--- src/rtl/irq_source_bank.sv ---
module irq_source_bank #(
  parameter int NSRC = 8,
  parameter int SRV_W = 4,
  parameter int NUM_W = 8,
  parameter int BASE = 16,
  parameter logic [NSRC-1:0] LEVEL_MASK = NSRC'(8'hF0)
) (
  input  logic             clk,
  input  logic             rst_n,
  input  logic [NSRC-1:0]  src_line,
  input  logic             cfg_valid,
  input  logic [NUM_W-1:0] cfg_num,
  input  logic [SRV_W-1:0] cfg_server,
  input  logic [7:0]       cfg_prio,
  input  logic             rej_valid,
  input  logic [NUM_W-1:0] rej_num,
  input  logic             eoi_valid,
  input  logic [NUM_W-1:0] eoi_num,
  input  logic             resend,
  output logic             pres_valid,
  input  logic             pres_ready,
  output logic [NUM_W-1:0] pres_num,
  output logic [SRV_W-1:0] pres_server,
  output logic [7:0]       pres_prio
);
  localparam int IDX_W = (NSRC > 1) ? $clog2(NSRC) : 1;
  localparam logic [NUM_W:0] LO = (NUM_W+1)'(BASE);
  localparam logic [NUM_W:0] HI = (NUM_W+1)'(BASE + NSRC);
  localparam logic [7:0] MASKED = 8'hFF;

  logic [NSRC-1:0] line_q, sent, rejd, mpend, req;
  logic [NSRC-1:0][7:0] prio;
  logic [NSRC-1:0][SRV_W-1:0] srv;

  logic [NSRC-1:0] cfg_hit, rej_hit, eoi_hit, elig, gnt;
  logic [NSRC-1:0] sent_n, rejd_n, mpend_n, req_n;
  logic [NSRC-1:0][7:0] prio_n;
  logic [IDX_W-1:0] sel;

  function automatic logic [NSRC-1:0] decode(input logic v, input logic [NUM_W-1:0] n);
    logic [NUM_W:0] d;
    logic [NSRC-1:0] r;
    d = {1'b0, n} - LO;
    r = '0;
    if (v && ({1'b0, n} >= LO) && ({1'b0, n} < HI))
      for (int k = 0; k < NSRC; k++)
        if (d[IDX_W-1:0] == IDX_W'(k)) r[k] = 1'b1;
    return r;
  endfunction

  assign cfg_hit = decode(cfg_valid, cfg_num);
  assign rej_hit = decode(rej_valid, rej_num);
  assign eoi_hit = decode(eoi_valid, eoi_num);

  always_comb begin
    sel = '0;
    for (int k = NSRC-1; k >= 0; k--)
      if (elig[k]) sel = IDX_W'(k);
  end

  assign pres_valid  = |elig;
  assign pres_num    = LO[NUM_W-1:0] + NUM_W'(sel);
  assign pres_server = srv[sel];
  assign pres_prio   = prio[sel];

  for (genvar i = 0; i < NSRC; i++) begin : g_src
    assign elig[i]   = req[i] && (prio[i] != MASKED);
    assign gnt[i]    = pres_valid && pres_ready && (sel == IDX_W'(i));
    assign prio_n[i] = cfg_hit[i] ? cfg_prio : prio[i];

    always_comb begin
      req_n[i]   = req[i] & ~gnt[i];
      sent_n[i]  = sent[i];
      rejd_n[i]  = rejd[i];
      mpend_n[i] = mpend[i];
      if (rej_hit[i]) begin
        rejd_n[i] = 1'b1;
        sent_n[i] = 1'b0;
      end
      if (LEVEL_MASK[i]) begin
        if (eoi_hit[i]) sent_n[i] = 1'b0;
        if (((src_line[i] ^ line_q[i]) || cfg_hit[i] || resend) &&
            (prio_n[i] != MASKED) && src_line[i] && !sent_n[i]) begin
          sent_n[i] = 1'b1;
          req_n[i]  = 1'b1;
        end
      end else begin
        if (src_line[i] && !line_q[i]) begin
          if (prio[i] == MASKED) mpend_n[i] = 1'b1;
          else req_n[i] = 1'b1;
        end
        if (cfg_hit[i] && mpend_n[i] && (cfg_prio != MASKED)) begin
          mpend_n[i] = 1'b0;
          req_n[i]   = 1'b1;
        end
        if (resend && rejd_n[i]) begin
          rejd_n[i] = 1'b0;
          if (prio_n[i] != MASKED) req_n[i] = 1'b1;
        end
      end
    end

    always_ff @(posedge clk) begin
      if (!rst_n) begin
        line_q[i] <= 1'b0;
        sent[i]   <= 1'b0;
        rejd[i]   <= 1'b0;
        mpend[i]  <= 1'b0;
        req[i]    <= 1'b0;
        prio[i]   <= MASKED;
        srv[i]    <= '0;
      end else begin
        line_q[i] <= src_line[i];
        sent[i]   <= sent_n[i];
        rejd[i]   <= rejd_n[i];
        mpend[i]  <= mpend_n[i];
        req[i]    <= req_n[i];
        prio[i]   <= prio_n[i];
        if (cfg_hit[i]) srv[i] <= cfg_server;
      end
    end

    if (LEVEL_MASK[i]) begin : g_lvl_chk

      sent_with_req_chk: assert property (@(posedge clk) disable iff (!rst_n)
        $rose(sent[i]) |-> req[i]);

      rej_clears_sent_chk: assert property (@(posedge clk) disable iff (!rst_n)
        (rej_hit[i] && !resend && !cfg_hit[i] && (src_line[i] == line_q[i])) |=> !sent[i]);
    end else begin : g_edge_chk

      mpend_only_masked_chk: assert property (@(posedge clk) disable iff (!rst_n)
        $rose(mpend[i]) |-> $past(prio[i]) == MASKED);
    end
  end


  never_masked_chk: assert property (@(posedge clk) disable iff (!rst_n)
    pres_valid |-> pres_prio != MASKED);

  cfg_range_chk: assert property (@(posedge clk) disable iff (!rst_n)
    (cfg_valid && (cfg_hit == '0)) |=> $stable(prio));

  hold_when_busy_chk: assert property (@(posedge clk) disable iff (!rst_n)
    (pres_valid && !pres_ready && (rej_hit == '0) && !cfg_valid) |=> pres_valid);

  reset_idle_chk: assert property (@(posedge clk)
    $past(!rst_n) |-> (!pres_valid && (req == '0)));
endmodule

--- config.mk ---
export PLATFORM = sky130hd
export DESIGN_NAME = irq_source_bank
export DESIGN_NICKNAME = d
export VERILOG_FILES = /design/src/rtl/irq_source_bank.sv
export SDC_FILE = /design/constraint.sdc
export NUM_CORES = 1
export LEC_CHECK = 0
export BUFFER_PORTS_ARGS = -buffer_cell sky130_fd_sc_hd__buf_2
export CORE_ASPECT_RATIO = 1.5
export CORE_MARGIN = 2
export CORE_UTILIZATION = 47
export CTS_CLUSTER_DIAMETER = 50
export DETAILED_ROUTE_END_ITERATION = 8
export PLACE_DENSITY = 0.67
export SKIP_CTS_REPAIR_TIMING = 1
export SYNTH_ARGS = -nofsm -noshare
export SYNTH_HDL_FRONTEND = slang
export SYNTH_SLANG_ARGS = --single-unit
--- constraint.sdc ---
create_clock -name clk -period 2.2 [get_ports clk]
set_input_delay 0.22 -clock clk [delete_from_list [all_inputs] [get_ports clk]]
set_output_delay 0.22 -clock clk [all_outputs]
set_load 0.05 [all_outputs]
==> results.cfg, run 1 <==
[sta]
finalHoldViolCount = 0
worst_slack_ps = -814
setup_viol = 17
fin_crit_ps = 3010
rsz0062_at_grt = yes
fin_tns_setup_ps = -10740
finClkSkew_ps = 6.16
holdWs_ps = 14.4
max_slew.worst_pin.slew_ps = 583
max-slew-margin-rel_pct = 61.1
fmax_mhz = 332
finalCritPeriodShare_pct = 137
drv_slew = 0

[worst_setup_path]
worstPathRequired_ps = 1980
rr_endpoint = req[4]
path_class = reg -> out
arrival_ps = 2790
r2r_cells = 11
reg2reg_slack_ps = -200
endpoint_kind = output pin
cp_max_fo = 9
start_kind = flop
worstReg2RegStart = prio[27]

[global_routing]
grt_use_met2_pct = 50.7
first_global_vias = 5989
grt_max_degree = 45
grt-busiest-layer = met2
use_met1_pct = 33.3
grtUsageMet3_pct = 6.78
antenna_found_initial = 0
grt_first_pass_wirelength_um = 30700
overflow = 0
grt_usage_pct = 30.2

[route]
vias = 6103
drtIter0Drc = 498
drc = 0
drt-pass1-iter-count = 5
wl_per_cell_um = 20.2
vias_per_cell = 5.87
wl_um = 21000
detail-route-antenna-nets = 0

[clocking]
cts_sinks = 124
cts_buffers = 17
cts_tree = built
htree_levels = 4
cts_root_buf = clkbuf_16
clkSlewWorstSetupHoldPaths_ps = 50
clockBufferDepth = 2
clk_latency_ps = 420

[finish]
syn_to_final_growth_pct = 43.9
register_area_um2 = 2500
drive_gt1_share_pct = 37.4
finalInstanceArea_um2 = 8590
post-route-util_pct = 69.0
fin_nets = 923
num_antenna_cells = 0
multi_input_comb_area_um2 = 3540
final_cell_mix = nand2_1, buf_4, dfxtp_1
final_common_cell = nand2_1
fillers = 958

[worst_hold_path]
worstHoldPathCells = 2
hold_path_class = in -> reg
whs_endpoint = line_q[3]
hold_start = src_line[3]

[placement]
dpl_cell_area_um2 = 7610
dp_hpwl_um = 14900
portBuffers = 66
place.gp.congestion = 0.924

[logic_synthesis]
synthArstFlopShare_pct = 0
synth_ff_type = dfxtp_1
ys_warn_count = 0
avgSynthCellArea_um2 = 8.73
synth_cell_types = 60
synth_edf_count = 0
synthesis.instances = 684
ys_ff_latch = 124
syn-cell-area_um2 = 5970
synth_seq_area_share_pct = 41.6

[die]
initial_core_util_pct = 48.0
core_um2 = 12400
placementRows = 50
ioPinCount = 72
die_y_um = 142
dieArea_um2 = 13600
die_w_um = 96.0

[power]
peakVddDrop_mv = 0.552
leakage_uw = 0.00365
finalPower_uw = 5050
cellPowerDensity_nw_per_um2 = 588

[flow_run]
maxCapViolCount = 0

[outcome]
violations = negative setup slack
outcome = complete, but fails checks
logic make-up after synthesis:
family,Yosys count,share of synthesized area (%)
and+or+nand+nor,268,21.8
AOI/OAI and AO/OA,152,18.7
DFF,124,41.6
muxes,76,12.8
buffers and inverters,62,4.95
other,2,0.126
Yosys cell counts (3+ instances only):
library cell,count,area [µm²]
a21boi_0,18,135
a21o_1,4,30.0
a21oi_1,24,120
a221oi_1,4,35.0
a222oi_1,8,80.1
a22oi_1,9,67.6
a31oi_1,4,25.0
and2_1,11,68.8
and3_1,3,18.8
buf_2,8,40.0
buf_4,10,75.1
clkbuf_1,34,128
dfxtp_1,124,2480
inv_1,5,18.8
mux2_1,4,45.0
mux2i_1,72,721
nand2_1,135,507
nand2b_1,4,25.0
nand3_1,24,120
nand4_1,17,106
nor2_1,20,75.1
nor2b_1,29,181
nor3_1,5,25.0
o21a_1,6,45.0
o21ai_0,17,85.1
o21ai_1,3,15.0
o21ai_2,4,35.0
o21bai_1,6,45.0
o221ai_1,10,87.6
o22ai_1,9,56.3
o2bb2ai_1,3,26.3
o31ai_1,8,60.1
or2_2,6,37.5
layer usage:
layer	part of all wire, %	routed length (µm)	vias to the layer above
li1	-	-	2803
met1	37	7840	2926
met2	50	10600	289
met3	5.8	1210	85
met4	6.4	1330	0
met5	0	0	-
worst max-delay path by stage:
stage | from | to | slack [ps] | depth (start not counted)
after floorplan | prio[40] | pres_prio[0] | -40 | 8
after detailed placement | prio[39] | pres_prio[1] | -480 | 10
final | prio[32] | pres_prio[6] | -810 | 11
after global placement | prio[38] | pres_prio[1] | -470 | 10
after global routing | prio[55] | pres_prio[6] | -960 | 10
after CTS | prio[39] | pres_prio[1] | -960 | 10
per-stage QoR:
step	instances	worst slack (ps)
finish	1039	-814
global route	1039	-959
CTS	1032	-959
detailed placement	1002	-483
global placement	1002	-471
floorplan	687	-36.8
flip-flops by register name, indices dropped and copies added (netlist names):
name,count
srv,32
req,8
sent,4
mpend,4
prio,64
line_q,8
rejd,4
critical path, stage by stage, from the launching register on:
cell and delay (ps):
dfxtp_1 360, nand4_1 250, o21a_4 340, a211oi_4 280, buf_4 180, o21ai_4 90
nor2_2 160, buf_6 180, buf_4 150, a22oi_1 90, a21oi_4 130, buf_6 170
power breakdown:
| part | total [µW] | leakage [µW] | internal [µW] | switching [µW] |
|---|---|---|---|---|
| combinational | 235 | 0.00239 | 86.3 | 148 |
| clock | 2550 | 0.000268 | 1580 | 965 |
| sequential | 2270 | 0.000996 | 2270 | 8.15 |
final cells by class:
type | count | share of cell area, %
clock buffers | 21 | 5.36
clock inverters | 9 | 0.845
inverters | 8 | 0.524
multi-input cells | 501 | 41.2
flip-flops and latches | 124 | 29.2
well taps | 156 | 2.27
repair buffers | 220 | 20.6
Note: power is estimated with default switching activity, not from simulation.
==> inputs of run 2 (changes only) <==
--- a/config.mk
+++ b/config.mk
@@ -5,14 +5,14 @@
 export SDC_FILE = /design/constraint.sdc
 export NUM_CORES = 1
 export LEC_CHECK = 0
+export ABC_AREA = 1
 export BUFFER_PORTS_ARGS = -buffer_cell sky130_fd_sc_hd__buf_2
 export CORE_ASPECT_RATIO = 1.5
 export CORE_MARGIN = 2
 export CORE_UTILIZATION = 47
 export CTS_CLUSTER_DIAMETER = 50
 export DETAILED_ROUTE_END_ITERATION = 8
-export PLACE_DENSITY = 0.67
-export SKIP_CTS_REPAIR_TIMING = 1
+export PLACE_DENSITY = 0.66
 export SYNTH_ARGS = -nofsm -noshare
 export SYNTH_HDL_FRONTEND = slang
 export SYNTH_SLANG_ARGS = --single-unit
==> results.cfg, run 2 <==
[finish]
final_cell_mix = nand2_1, buf_4, dfxtp_1
syn_to_final_growth_pct = 45.3
layout.cells.non_filler = 1393
largest_reg_flops = 64
finalInstanceArea_um2 = 9580
fin_nets = 1267
top_regs = prio x64, srv x32
post-route-util_pct = 69.1
largest-register = prio
final_common_cell = nand2_1
num_antenna_cells = 0
drive_gt1_share_pct = 37.5

[sta]
max-slew-margin-rel_pct = 57.1
fmax_mhz = 361
setup_viol = 15
finalHoldViolCount = 0
finalCritPeriodShare_pct = 126
holdWs_ps = 177
fin_crit_ps = 2770
drv_slew = 0
max_slew.worst_pin.slew_ps = 644
worst_slack_ps = -568
rsz0062_at_grt = yes
finClkSkew_ps = 4.87

[worst_setup_path]
path_class = reg -> out
cp_max_fo = 5
endpoint_kind = output pin
start_kind = flop
reg2reg_slack_ps = 20
worstPathRequired_ps = 1980
arrival_ps = 2550

[logic_synthesis]
ys_ff_latch = 124
yosysTopAreaCell = dfxtp_1
synth_edf_count = 0
synth_seq_area_share_pct = 37.7
synthArstFlopShare_pct = 0
yosysMostFrequentCell = nand2_1
synth_top_area_share_pct = 37.7
avgSynthCellArea_um2 = 6.46
synth_common_cells = nand2_1, dfxtp_1, nor2_1
synth_area_leaders = dfxtp_1, nand2_1, nor2_1, nand3_1, or2_2
synth_cell_types = 33
synth_ff_type = dfxtp_1
ys_warn_count = 0
syn-cell-area_um2 = 6590
synthesis.instances = 1020

[clocking]
cts_sinks = 124
cts_buffers = 17
clkSlewWorstSetupHoldPaths_ps = 60
clockBufferDepth = 2
cts_root_buf = clkbuf_16
htree_levels = 4
cts_tree = built
clk_latency_ps = 420

[route]
detail-route-antenna-nets = 0
wl_per_cell_um = 17.0
drtIter0Drc = 639
vias_per_cell = 5.41
vias = 7540
drc = 0
wl_um = 23700
drt-pass1-iter-count = 6

[global_routing]
antenna_found_initial = 0
first_global_vias = 6890
grt_usage_pct = 30.3
grt_max_degree = 73
overflow = 0
grt_first_pass_wirelength_um = 35000

[die]
core_um2 = 13900
dieArea_um2 = 15000
ioPinCount = 72
die_y_um = 149
placementRows = 53
die_w_um = 101
initial_core_util_pct = 47.6

[worst_hold_path]
hold_path_class = in -> reg

[placement]
place_ws_ps = -178
place.gp.congestion = 0.914
numPlacedInstances = 1324
portBuffers = 66
dp_hpwl_um = 15400
dpl_cell_area_um2 = 7900

[outcome]
outcome = complete, but fails checks
violations = negative setup slack

[power]
cellPowerDensity_nw_per_um2 = 583
peakVddDrop_mv = 0.476
leakage_uw = 0.00517

[flow_run]
maxCapViolCount = 0
-- run 2: timing repair --
item,in CTS,in global routing
cloned,5,0
gates resized for setup,128,90
setup endpoints to repair,15,21
pin swaps,45,62
endpoints found under the hold margin,8,0
setup buffers,21,10
hold buffers,8,0
-- run 2: cells by family after synthesis --
kind of cell / share of synthesized area [%]
AO/OA/AOI/OAI: 11.0
flip-flops: 37.7
AND/OR/NAND/NOR: 42.2
buffers and inverters: 9.05
other: 0.114
-- run 2: through the flow --
stage               TNS [ps]  total power (µW)
floorplan                  0              2480
global placement       -1590              2600
detailed placement     -1700              2600
CTS                    -5390              5590
global route           -7740              5740
finish                 -7060              5590
-- run 2: layout make-up --
type / instances / area [µm²]
Tap cell: 165 / 206
Clock buffer: 21 / 460
Timing Repair inverter: 2 / 23.8
Sequential cell: 124 / 2520
Multi-Input combinational cell: 771 / 3930
Fill cell: 1092 / 4280
Timing Repair Buffer: 226 / 1980
Clock inverter: 10 / 164
Inverter: 74 / 298
-- run 2: final timing paths --
kind / from / endpoint / depth (start not counted)
worst max-delay path: prio[20] / pres_prio[5] / 14
worst min register to register: srv[23] / srv[23] / 2
worst min-delay path: cfg_server[1] / srv[9] / 3
worst max register to register: prio[11] / req[6] / 15
-- run 2: worst max-delay path: stages (launching register included) --
cell and delay (ps):
dfxtp_1 340, nand2_1 70, nor2_2 280, nand2_4 120
nand2_4 90, nand2_2 60, inv_2 90, buf_6 110
nand2_4 50, nor2_4 210, clkinvlp_4 240, nand2_2 110
nor2_1 50, nor2_2 130, buf_6 170
-- run 2: power by group --
part | leakage (µW) | total, µW | switching [µW] | internal [µW]
logic | 0.00387 | 312 | 206 | 106
clock network | 0.000304 | 3000 | 1050 | 1950
registers | 0.000991 | 2280 | 7.86 | 2270
-- run 2: per-layer routing --
metal	vias to the layer above	GRT usage, %	share of wire, %
met4	0	18.5	5.5
met5	-	0	0
li1	3653	-	-
met2	366	50.9	50
met3	82	6.00	6.7
met1	3439	35.2	37
